[src/rtl/dbuf_pkg.sv]
package dbuf_pkg;

    localparam int CMD_W   = 24;
    localparam int CODE_W  = 16;
    localparam int PD_W    = 2;
    localparam int ENTRY_W = CODE_W + PD_W;

    // field positions fixed by the command format
    localparam int ADDR_LO = 22;
    localparam int LD_LO   = 20;
    localparam int SEL_LO  = 17;
    localparam int BC_BIT  = 18;
    localparam int PDF_BIT = 16;
    localparam int PDM_LO  = 14;

    typedef enum logic [1:0] {
        LM_STORE  = 2'b00,
        LM_SINGLE = 2'b01,
        LM_SIMUL  = 2'b10,
        LM_BCAST  = 2'b11
    } load_mode_e;

    typedef struct packed {
        logic [PD_W-1:0]   pd;
        logic [CODE_W-1:0] code;
    } entry_t;

    localparam logic [PD_W-1:0] PD_NORMAL = '0;
    localparam logic [PD_W-1:0] PD_HIZ    = '1;

endpackage

[src/rtl/dbuf_cmd_decode.sv]
module dbuf_cmd_decode
    import dbuf_pkg::*;
#(
    parameter int NCH = 4
) (
    input  logic                 cmd_valid,
    input  logic [CMD_W-1:0]     cmd_word,
    input  logic [1:0]           addr_strap,
    output logic [NCH-1:0]       wr_tmp,
    output logic [NCH-1:0]       ld_new,
    output logic [NCH-1:0]       cp_tmp,
    output entry_t               new_entry
);
    localparam int SEL_W = (NCH > 1) ? $clog2(NCH) : 1;

    load_mode_e           mode;
    logic                 addr_ok;
    logic                 accept;
    logic [SEL_W-1:0]     sel;
    logic [PD_W-1:0]      pd_req;
    logic                 unused_dc;

    assign unused_dc = cmd_word[19];

    always_comb begin
        mode    = load_mode_e'(cmd_word[LD_LO +: 2]);
        addr_ok = (cmd_word[ADDR_LO +: 2] == addr_strap);
        accept  = cmd_valid && (addr_ok || mode == LM_BCAST);
        sel     = cmd_word[SEL_LO +: SEL_W];

        pd_req = cmd_word[PDM_LO +: PD_W];
        if (!cmd_word[PDF_BIT]) begin
            new_entry.pd = PD_NORMAL;
        end else if (pd_req == PD_NORMAL) begin
            new_entry.pd = PD_HIZ;
        end else begin
            new_entry.pd = pd_req;
        end
        new_entry.code = cmd_word[CODE_W-1:0];

        wr_tmp = '0;
        ld_new = '0;
        cp_tmp = '0;
        for (int i = 0; i < NCH; i++) begin
            if (accept) begin
                unique case (mode)
                    LM_STORE: begin
                        wr_tmp[i] = (sel == SEL_W'(i));
                    end
                    LM_SINGLE: begin
                        wr_tmp[i] = (sel == SEL_W'(i));
                        ld_new[i] = (sel == SEL_W'(i));
                    end
                    LM_SIMUL: begin
                        wr_tmp[i] = (sel == SEL_W'(i));
                        ld_new[i] = (sel == SEL_W'(i));
                        cp_tmp[i] = (sel != SEL_W'(i));
                    end
                    LM_BCAST: begin
                        wr_tmp[i] = cmd_word[BC_BIT];
                        ld_new[i] = cmd_word[BC_BIT];
                        cp_tmp[i] = !cmd_word[BC_BIT];
                    end
                    default: ;
                endcase
            end
        end
    end

endmodule

[src/rtl/dbuf_edge_det.sv]
module dbuf_edge_det (
    input  logic clk,
    input  logic rst_n,
    input  logic level_in,
    output logic rise
);
    typedef struct packed {
        logic prev;
    } edge_st_t;

    edge_st_t st_d, st_q;

    always_comb begin
        st_d      = st_q;
        st_d.prev = level_in;
        rise      = level_in && !st_q.prev;
    end

    always_ff @(posedge clk or negedge rst_n) begin
        if (!rst_n) begin
            st_q <= '0;
        end else begin
            st_q <= st_d;
        end
    end

endmodule

[src/rtl/dbuf_chan_slot.sv]
module dbuf_chan_slot
    import dbuf_pkg::*;
(
    input  logic               clk,
    input  logic               rst_n,
    input  logic               wr_tmp,
    input  logic               ld_new,
    input  logic               cp_tmp,
    input  entry_t             new_entry,
    output logic [CODE_W-1:0]  code,
    output logic [PD_W-1:0]    pdmode,
    output logic               off
);
    typedef struct packed {
        entry_t stage;
        entry_t live;
    } slot_st_t;

    slot_st_t st_d, st_q;

    always_comb begin
        st_d = st_q;
        if (wr_tmp) begin
            st_d.stage = new_entry;
        end
        if (ld_new) begin
            st_d.live = new_entry;
        end else if (cp_tmp) begin
            st_d.live = st_q.stage;
        end
    end

    always_ff @(posedge clk or negedge rst_n) begin
        if (!rst_n) begin
            st_q <= '0;
        end else begin
            st_q <= st_d;
        end
    end

    assign code   = st_q.live.code;
    assign pdmode = st_q.live.pd;
    assign off    = |st_q.live.pd;

endmodule

[src/rtl/dbuf_chan_bank.sv]
module dbuf_chan_bank
    import dbuf_pkg::*;
#(
    parameter int NCH = 4
) (
    input  logic                  clk,
    input  logic                  rst_n,
    input  logic [1:0]            addr_strap,
    input  logic                  cmd_valid,
    input  logic [CMD_W-1:0]      cmd_word,
    input  logic                  hw_load,
    output logic [NCH*CODE_W-1:0] ch_code,
    output logic [NCH*PD_W-1:0]   ch_pdmode,
    output logic [NCH-1:0]        ch_off
);
    logic [NCH-1:0] dec_wr;
    logic [NCH-1:0] dec_ld;
    logic [NCH-1:0] dec_cp;
    entry_t         dec_entry;
    logic           load_rise;

    dbuf_cmd_decode #(.NCH(NCH)) u_dec (
        .cmd_valid  (cmd_valid),
        .cmd_word   (cmd_word),
        .addr_strap (addr_strap),
        .wr_tmp     (dec_wr),
        .ld_new     (dec_ld),
        .cp_tmp     (dec_cp),
        .new_entry  (dec_entry)
    );

    dbuf_edge_det u_edge (
        .clk      (clk),
        .rst_n    (rst_n),
        .level_in (hw_load),
        .rise     (load_rise)
    );

    for (genvar g = 0; g < NCH; g++) begin : g_slot
        dbuf_chan_slot u_slot (
            .clk       (clk),
            .rst_n     (rst_n),
            .wr_tmp    (dec_wr[g]),
            .ld_new    (dec_ld[g]),
            .cp_tmp    (dec_cp[g] | load_rise),
            .new_entry (dec_entry),
            .code      (ch_code[g*CODE_W +: CODE_W]),
            .pdmode    (ch_pdmode[g*PD_W +: PD_W]),
            .off       (ch_off[g])
        );
    end

endmodule

[config.mk]
export PLATFORM = sky130hd
export DESIGN_NAME = dbuf_chan_bank
export DESIGN_NICKNAME = d
export VERILOG_FILES = /design/src/rtl/dbuf_pkg.sv /design/src/rtl/dbuf_cmd_decode.sv /design/src/rtl/dbuf_edge_det.sv /design/src/rtl/dbuf_chan_slot.sv /design/src/rtl/dbuf_chan_bank.sv
export SDC_FILE = /design/constraint.sdc
export NUM_CORES = 1
export LEC_CHECK = 0
export BUFFER_PORTS_ARGS = -buffer_cell sky130_fd_sc_hd__buf_2
export CORE_ASPECT_RATIO = 0.6
export CORE_MARGIN = 10
export CORE_UTILIZATION = 50
export DETAILED_ROUTE_END_ITERATION = 7
export MAX_ROUTING_LAYER = met4
export PLACE_DENSITY = 0.67
export SETUP_SLACK_MARGIN = 0.1
export SYNTH_ARGS = -nofsm -noshare
export SYNTH_HDL_FRONTEND = slang
export SYNTH_HIERARCHICAL = 1
export SYNTH_SLANG_ARGS = --single-unit
[constraint.sdc]
create_clock -name clk -period 1.94 [get_ports clk]
set_clock_uncertainty 0.15 [all_clocks]
set_input_delay 0 -clock clk [delete_from_list [all_inputs] [get_ports clk]]
set_output_delay 0 -clock clk [all_outputs]
set_load 0.01 [all_outputs]
Word-level counts from Yosys, hierarchy flattened --
Cells that the tools add are included.
Storage, ports and cells: bits in registers 145, latch bits 0, memory bits (writable) 0, memory bits (read-only) 0, output and inout bits 76, word-level logic and storage cells 84, memories 0
Cells by class: add/sub/neg operators 0, multiply operators 0, divide/modulo/power cells 0, order comparisons 0, equal/unequal tests 10, shift-type cells 0, mux-type cells 34, bitwise gates (word level) 4, reductions and logical operators 19
Operator list (number):
- $mux 18 | 8
- $pmux 1 s2 | 12
- $mux 1 | 12
- $reduce_bool 2->1 | 5
- $reduce_or 2->1 | 5
- $eq 2x2->1 const B | 4
- $logic_not 2->1 | 3
- $eq 2x1->1 const B | 2
- $mux 2 | 2
- $ne 2x2->1 const B | 2
- $or 1x1->1 | 4
- $reduce_or 3->1 | 1
- $eq 2x2->1 | 1
- $logic_and 1x1->1 | 2
- $logic_not 1->1 | 2
- $ne 2x1->1 const B | 1
- $logic_or 1x1->1 | 1

Longest topological paths before layout --
depth in word-level cells 7, mapped depth 10

Modules after synthesis --
The synthesis kept the hierarchy.
By module, submodules not included:
- dbuf_chan_slot | instances 4, cells each 135, area each 1697.9 µm², seq. area each 900.9 µm²
- dbuf_cmd_decode | instances 1, cells each 65, area each 447.9 µm², seq. area each 0.0 µm²
- dbuf_edge_det | instances 1, cells each 2, area each 38.8 µm², seq. area each 25.0 µm²
- dbuf_chan_bank | instances 1, cells each 4, area each 25.0 µm², seq. area each 0.0 µm²

Least setup slack after synthesis --
No wires, ideal clock.
kind in2reg, from input cmd_word[20], to register g_slot[2].u_slot.st_q (netlist bit g_slot[2].u_slot/code[14]), library setup time 123 ps, data arrival time 1354 ps, data required time 1667 ps, slack 313 ps, stages 9, buffers on the path 3, cell sequence ha_1 > a21oi_1 > buf_6 > nor3b_1 > or2_1 > buf_6 > buf_12 > mux2i_1 > o21ai_1
On the way: cells in the longest elaborated chain, start to end 6, elaborated cells on any way between the ends 13
Ends and longest elaborated chain:
- from (decl) | RTL line dbuf_chan_bank.sv:10 | input logic [CMD_W-1:0] cmd_word,
- branches (longest 3 deep; another with $eq 2x2->1)
- $mux 1 * | RTL line dbuf_cmd_decode.sv:45 | if (accept) begin
- named net dec_cp[2] | RTL line dbuf_chan_bank.sv:18 | logic [NCH-1:0] dec_cp;
- $or 1x1->1 * | RTL line dbuf_chan_bank.sv:45 | .cp_tmp (dec_cp[g] | load_rise),
- $reduce_bool 2->1 (no source line) *
- to (signal assigned) | RTL line dbuf_chan_slot.sv:37 | st_q <= st_d;
- to (decl) | RTL line dbuf_chan_slot.sv:19 | slot_st_t st_d, st_q;
Mark *: on every way through the listed nets, which the timed path passes. A chain may end at the register's enable or synchronous reset.

Worst setup path after layout --
from register u_edge.st_q, to register g_slot[0].u_slot.st_q (netlist bit g_slot[0].u_slot/code[15])
On the way: cells in the longest elaborated chain, start to end 4
Ends and longest elaborated chain:
- from (decl) | RTL line dbuf_edge_det.sv:11 | edge_st_t st_d, st_q;
- from (signal assigned) | RTL line dbuf_edge_det.sv:23 | st_q <= st_d;
- $logic_not 1->1 | RTL line dbuf_edge_det.sv:16 | rise = level_in && !st_q.prev;
- $logic_and 1x1->1 | RTL line dbuf_edge_det.sv:16
- named net load_rise | RTL line dbuf_chan_bank.sv:20 | logic load_rise;
- $or 1x1->1 | RTL line dbuf_chan_bank.sv:45
- $reduce_bool 2->1 (no source line)
- to (signal assigned) | RTL line dbuf_chan_slot.sv:37
- to (decl) | RTL line dbuf_chan_slot.sv:19
The timed path passes the listed nets, and every way through them passes these cells.

==> out/results.tsv <==
stage	metric	value	unit
placement	RD Place Congestion	0.867	
floorplan	Die Y	114	um
routing	WL final	17.0	mm
worst_setup_path	end of the critical path	g_slot[0].u_slot/code[15]	
cts	CTS root buf	clkbuf_16	
power_and_ir_drop	VDD IR max	0.520	mV
worst_setup_path	start of the worst register-to-register path	u_edge/st_q	
layout	sequential cell area	3630	sq um
floorplan	Die W	176	um
flow_run	Max-Cap Viols	0	
worst_setup_path	WP data arrival	1.69	ns
power_and_ir_drop	Clock power frac	30.7	%
cts	cts repair resizes	0	
timing	final number of setup-violating endpoints	0	
floorplan	standard-cell rows	34	
global_route	GR Util All Layers	17.8	%
power_and_ir_drop	internal power	7.80	mW
global_route	largest net degree at the start of global routing	56	
timing	RSZ-0062 raised after global routing	no	
floorplan	Die ar.	20000	sq um
global_route	first-pass GRT wire length	27.0	mm
layout	fillers	1172	
power_and_ir_drop	PD cells	1350	nW/um^2
worst_setup_path	r2r endpoint	g_slot[0].u_slot/code[15]	
timing	worst hold slack	-0.0167	ns
cts	Hold-fix buffers, CTS	19	
layout	Inserted Diodes	0	
power_and_ir_drop	Switch Pwr	3.37	mW
cts	H-tree levels	4	
routing	post-route ant nets	0	
layout	fin cells	857	
synth	post-synthesis sequential area ratio	49.7	%
cts	TritonCTS buffer count	17	
synth	library cells used by synthesis	32	
placement	Placed Cells	809	
synth	net count after synthesis	645	
routing	drt first-iter violations	381	
timing	Slew headroom	64.2	%
synth	Yosys reg bits	145	
worst_setup_path	Startpoint Class	flip-flop	
power_and_ir_drop	Sw Share	30.1	%
hold_path	Hold WC Path Type	in -> async	
timing	minimum clock period	1.56	ns
synth	Synth Cell Area	7300	sq um
worst_setup_path	CP endpoint kind	flip-flop	
synth	Post-Syn Instances	611	
power_and_ir_drop	Flop pwr share	43.0	%
synth	Synth top area share	49.7	%
routing	Remaining DRCs	0	
routing	first-pass iteration count of the detailed router	4	
routing	drt wl/cell	19.8	um
layout	commonest non-fill, non-tap cell in the layout	dfrtp_1	
layout	layout cell share with drive strength beyond 1	35.8	%
outcome	failing checks	negative hold slack	
layout	most frequent cells in the layout	145 x dfrtp_1, 103 x buf_2, 74 x nand2_1, 72 x mux2i_1	
cts	clk buf depth	2	
synth	synth top area cells	dfrtp_1 50%, mux2i_1 9.9%, buf_4 9.0%, mux2_4 8.2%, mux2_2 4.9%	
global_route	initial antenna violation count	0	
timing	final hold viol count	15	
cts	CTS tree	done	
timing	Tcrit/Tclk final	80.2	%
synth	Post-Syn Area per Cell	12.0	sq um
cts	Skew-Pair Late Insertion Delay	0.41	ns
floorplan	top-level I/O count	106	
layout	footprint of the multi-input gates	2710	sq um
worst_setup_path	reg2reg setup slack	0.38	ns
layout	nets	683	
power_and_ir_drop	power share of the combinational group	26.3	%
timing	f_max	0.642	GHz
power_and_ir_drop	leak pwr	3.71	nW
timing	Final TNS setup	0	ns
cts	Post-CTS Setup Inserts	0	
worst_setup_path	Required @ worst endpoint	2.07	ns
cts	CTS Sinks	145	
timing	Worst-Margin Slew	0.537	ns
synth	post-synth top area cell	dfrtp_1	
timing	fin. max-slew vios	0	
placement	DP HPWL	11.5	mm
routing	Via Count	4511	
worst_setup_path	Worst setup startpoint	u_edge/st_q	
outcome	status	finished, violations left	
global_route	vias in the first global route	4781	
global_route	grt ovf	0	
placement	IO Port Bufs	104	
floorplan	initial core utilization	50.8	%
routing	Vias/cell	5.26	
synth	Syn. warnings	6	
cts	Reg clk slew, reported paths	0.06	ns
floorplan	core area	14400	sq um
layout	Area Growth Syn to Fin	13.0	%
worst_setup_path	kind of critical path	reg -> reg	
worst_setup_path	CP Max Fanout	18	
worst_setup_path	depth of the most critical reg-to-reg path	5	
-- state kept, by name (all words and copies together), names as in the netlist --
| name | count |
|---|---|
| g_slot.u_slot/st_q | 72 |
| u_edge/st_q | 1 |
| g_slot.u_slot/pdmode | 8 |
| g_slot.u_slot/code | 64 |
-- final cells by class --
class / count / area share (%)
flip-flops and latches: 145 / 44.0
multi-input cells: 339 / 32.8
repair buffers: 142 / 12.5
clock buffers: 20 / 5.53
well taps: 198 / 3.00
clock inverters: 9 / 1.93
inverters: 4 / 0.182
-- cell usage after synthesis, drive strengths merged --
cell type,count
nor3,3
nor4,2
mux2,72
and3b,2
nor3b,4
a21boi,1
ha,4
nor2b,2
nor4b,2
nand2b,1
buf,123
xnor2,2
mux2i,72
nand2,74
inv,4
dfrtp,145
o21ai,74
o21a,2
nor2,4
a22oi,1
or2,8
o21ba,1
a21oi,8
-- worst max-delay path, stage by stage (launching register included) --
cell and delay (ns):
dfrtp_1 0.40, nor2b_4 0.15, or2_1 0.17, buf_12 0.20, mux2i_1 0.23, o21ai_0 0.12
-- how the worst min path moves through the flow --
stage / end / slack (ns) / cells past startpoint / start
4_1_cts: g_slot[1].u_slot/code[2] / 0.007 / 2 / rst_n
3_5_place_dp: g_slot[1].u_slot/code[2] / -0.14 / 1 / rst_n
2_1_floorplan: g_slot[0].u_slot/code[0] / -0.45 / 0 / rst_n
6_report: g_slot[0].u_slot/st_q[19] / -0.02 / 2 / rst_n
5_1_grt: g_slot[1].u_slot/code[2] / 0.02 / 2 / rst_n
3_3_place_gp: g_slot[1].u_slot/code[2] / -0.16 / 1 / rst_n
-- per-layer routing --
layer | part of all wire [%] | up-vias | global-route usage, %
met1 | 46 | 2304 | 24.1
met2 | 46 | 126 | 25.7
li1 | - | 2071 | -
met3 | 7.1 | 10 | 5.45
met5 | 0 | - | -
met4 | 0.68 | 0 | 4.16
-- power by group through the flow --
stage	sequential (mW)	clock, mW	combinational, mW
floorplan	4.56	0	2.70
detailed placement	4.82	0	2.95
finish	4.80	3.43	2.94
CTS	4.80	3.47	3.00
global route	4.92	3.60	3.24
global placement	4.75	0	2.84
-- kinds of logic (layout without fill, tap and decap cells) --
kind of cell	count (synthesis)	after routing	share of synthesized area, %
AO/OA/AOI/OAI	87	87	6.17
adder cells (fa/ha/maj)	4	4	0.685
XOR/XNOR	2	2	0.240
flip-flops	145	145	49.7
multiplexers	144	144	23.0
AND/OR/NAND/NOR	102	102	6.41
buffers and inverters	127	175	13.8
-- through the flow --
stage	instance area, sq um	util (%)	total power [mW]	hold WS, ns	setup WS, ns
finish	8250	57.4	11.2	-0.0167	0.383
CTS	8250	57.4	11.3	0.00667	0.389
floorplan	7300	-	7.26	-0.446	0.313
detailed placement	7450	51.8	7.77	-0.143	0.101
global route	8250	57.4	11.8	0.0203	0.321
global placement	7450	51.8	7.59	-0.156	0.192
Note: power is estimated with default switching activity, not from simulation.
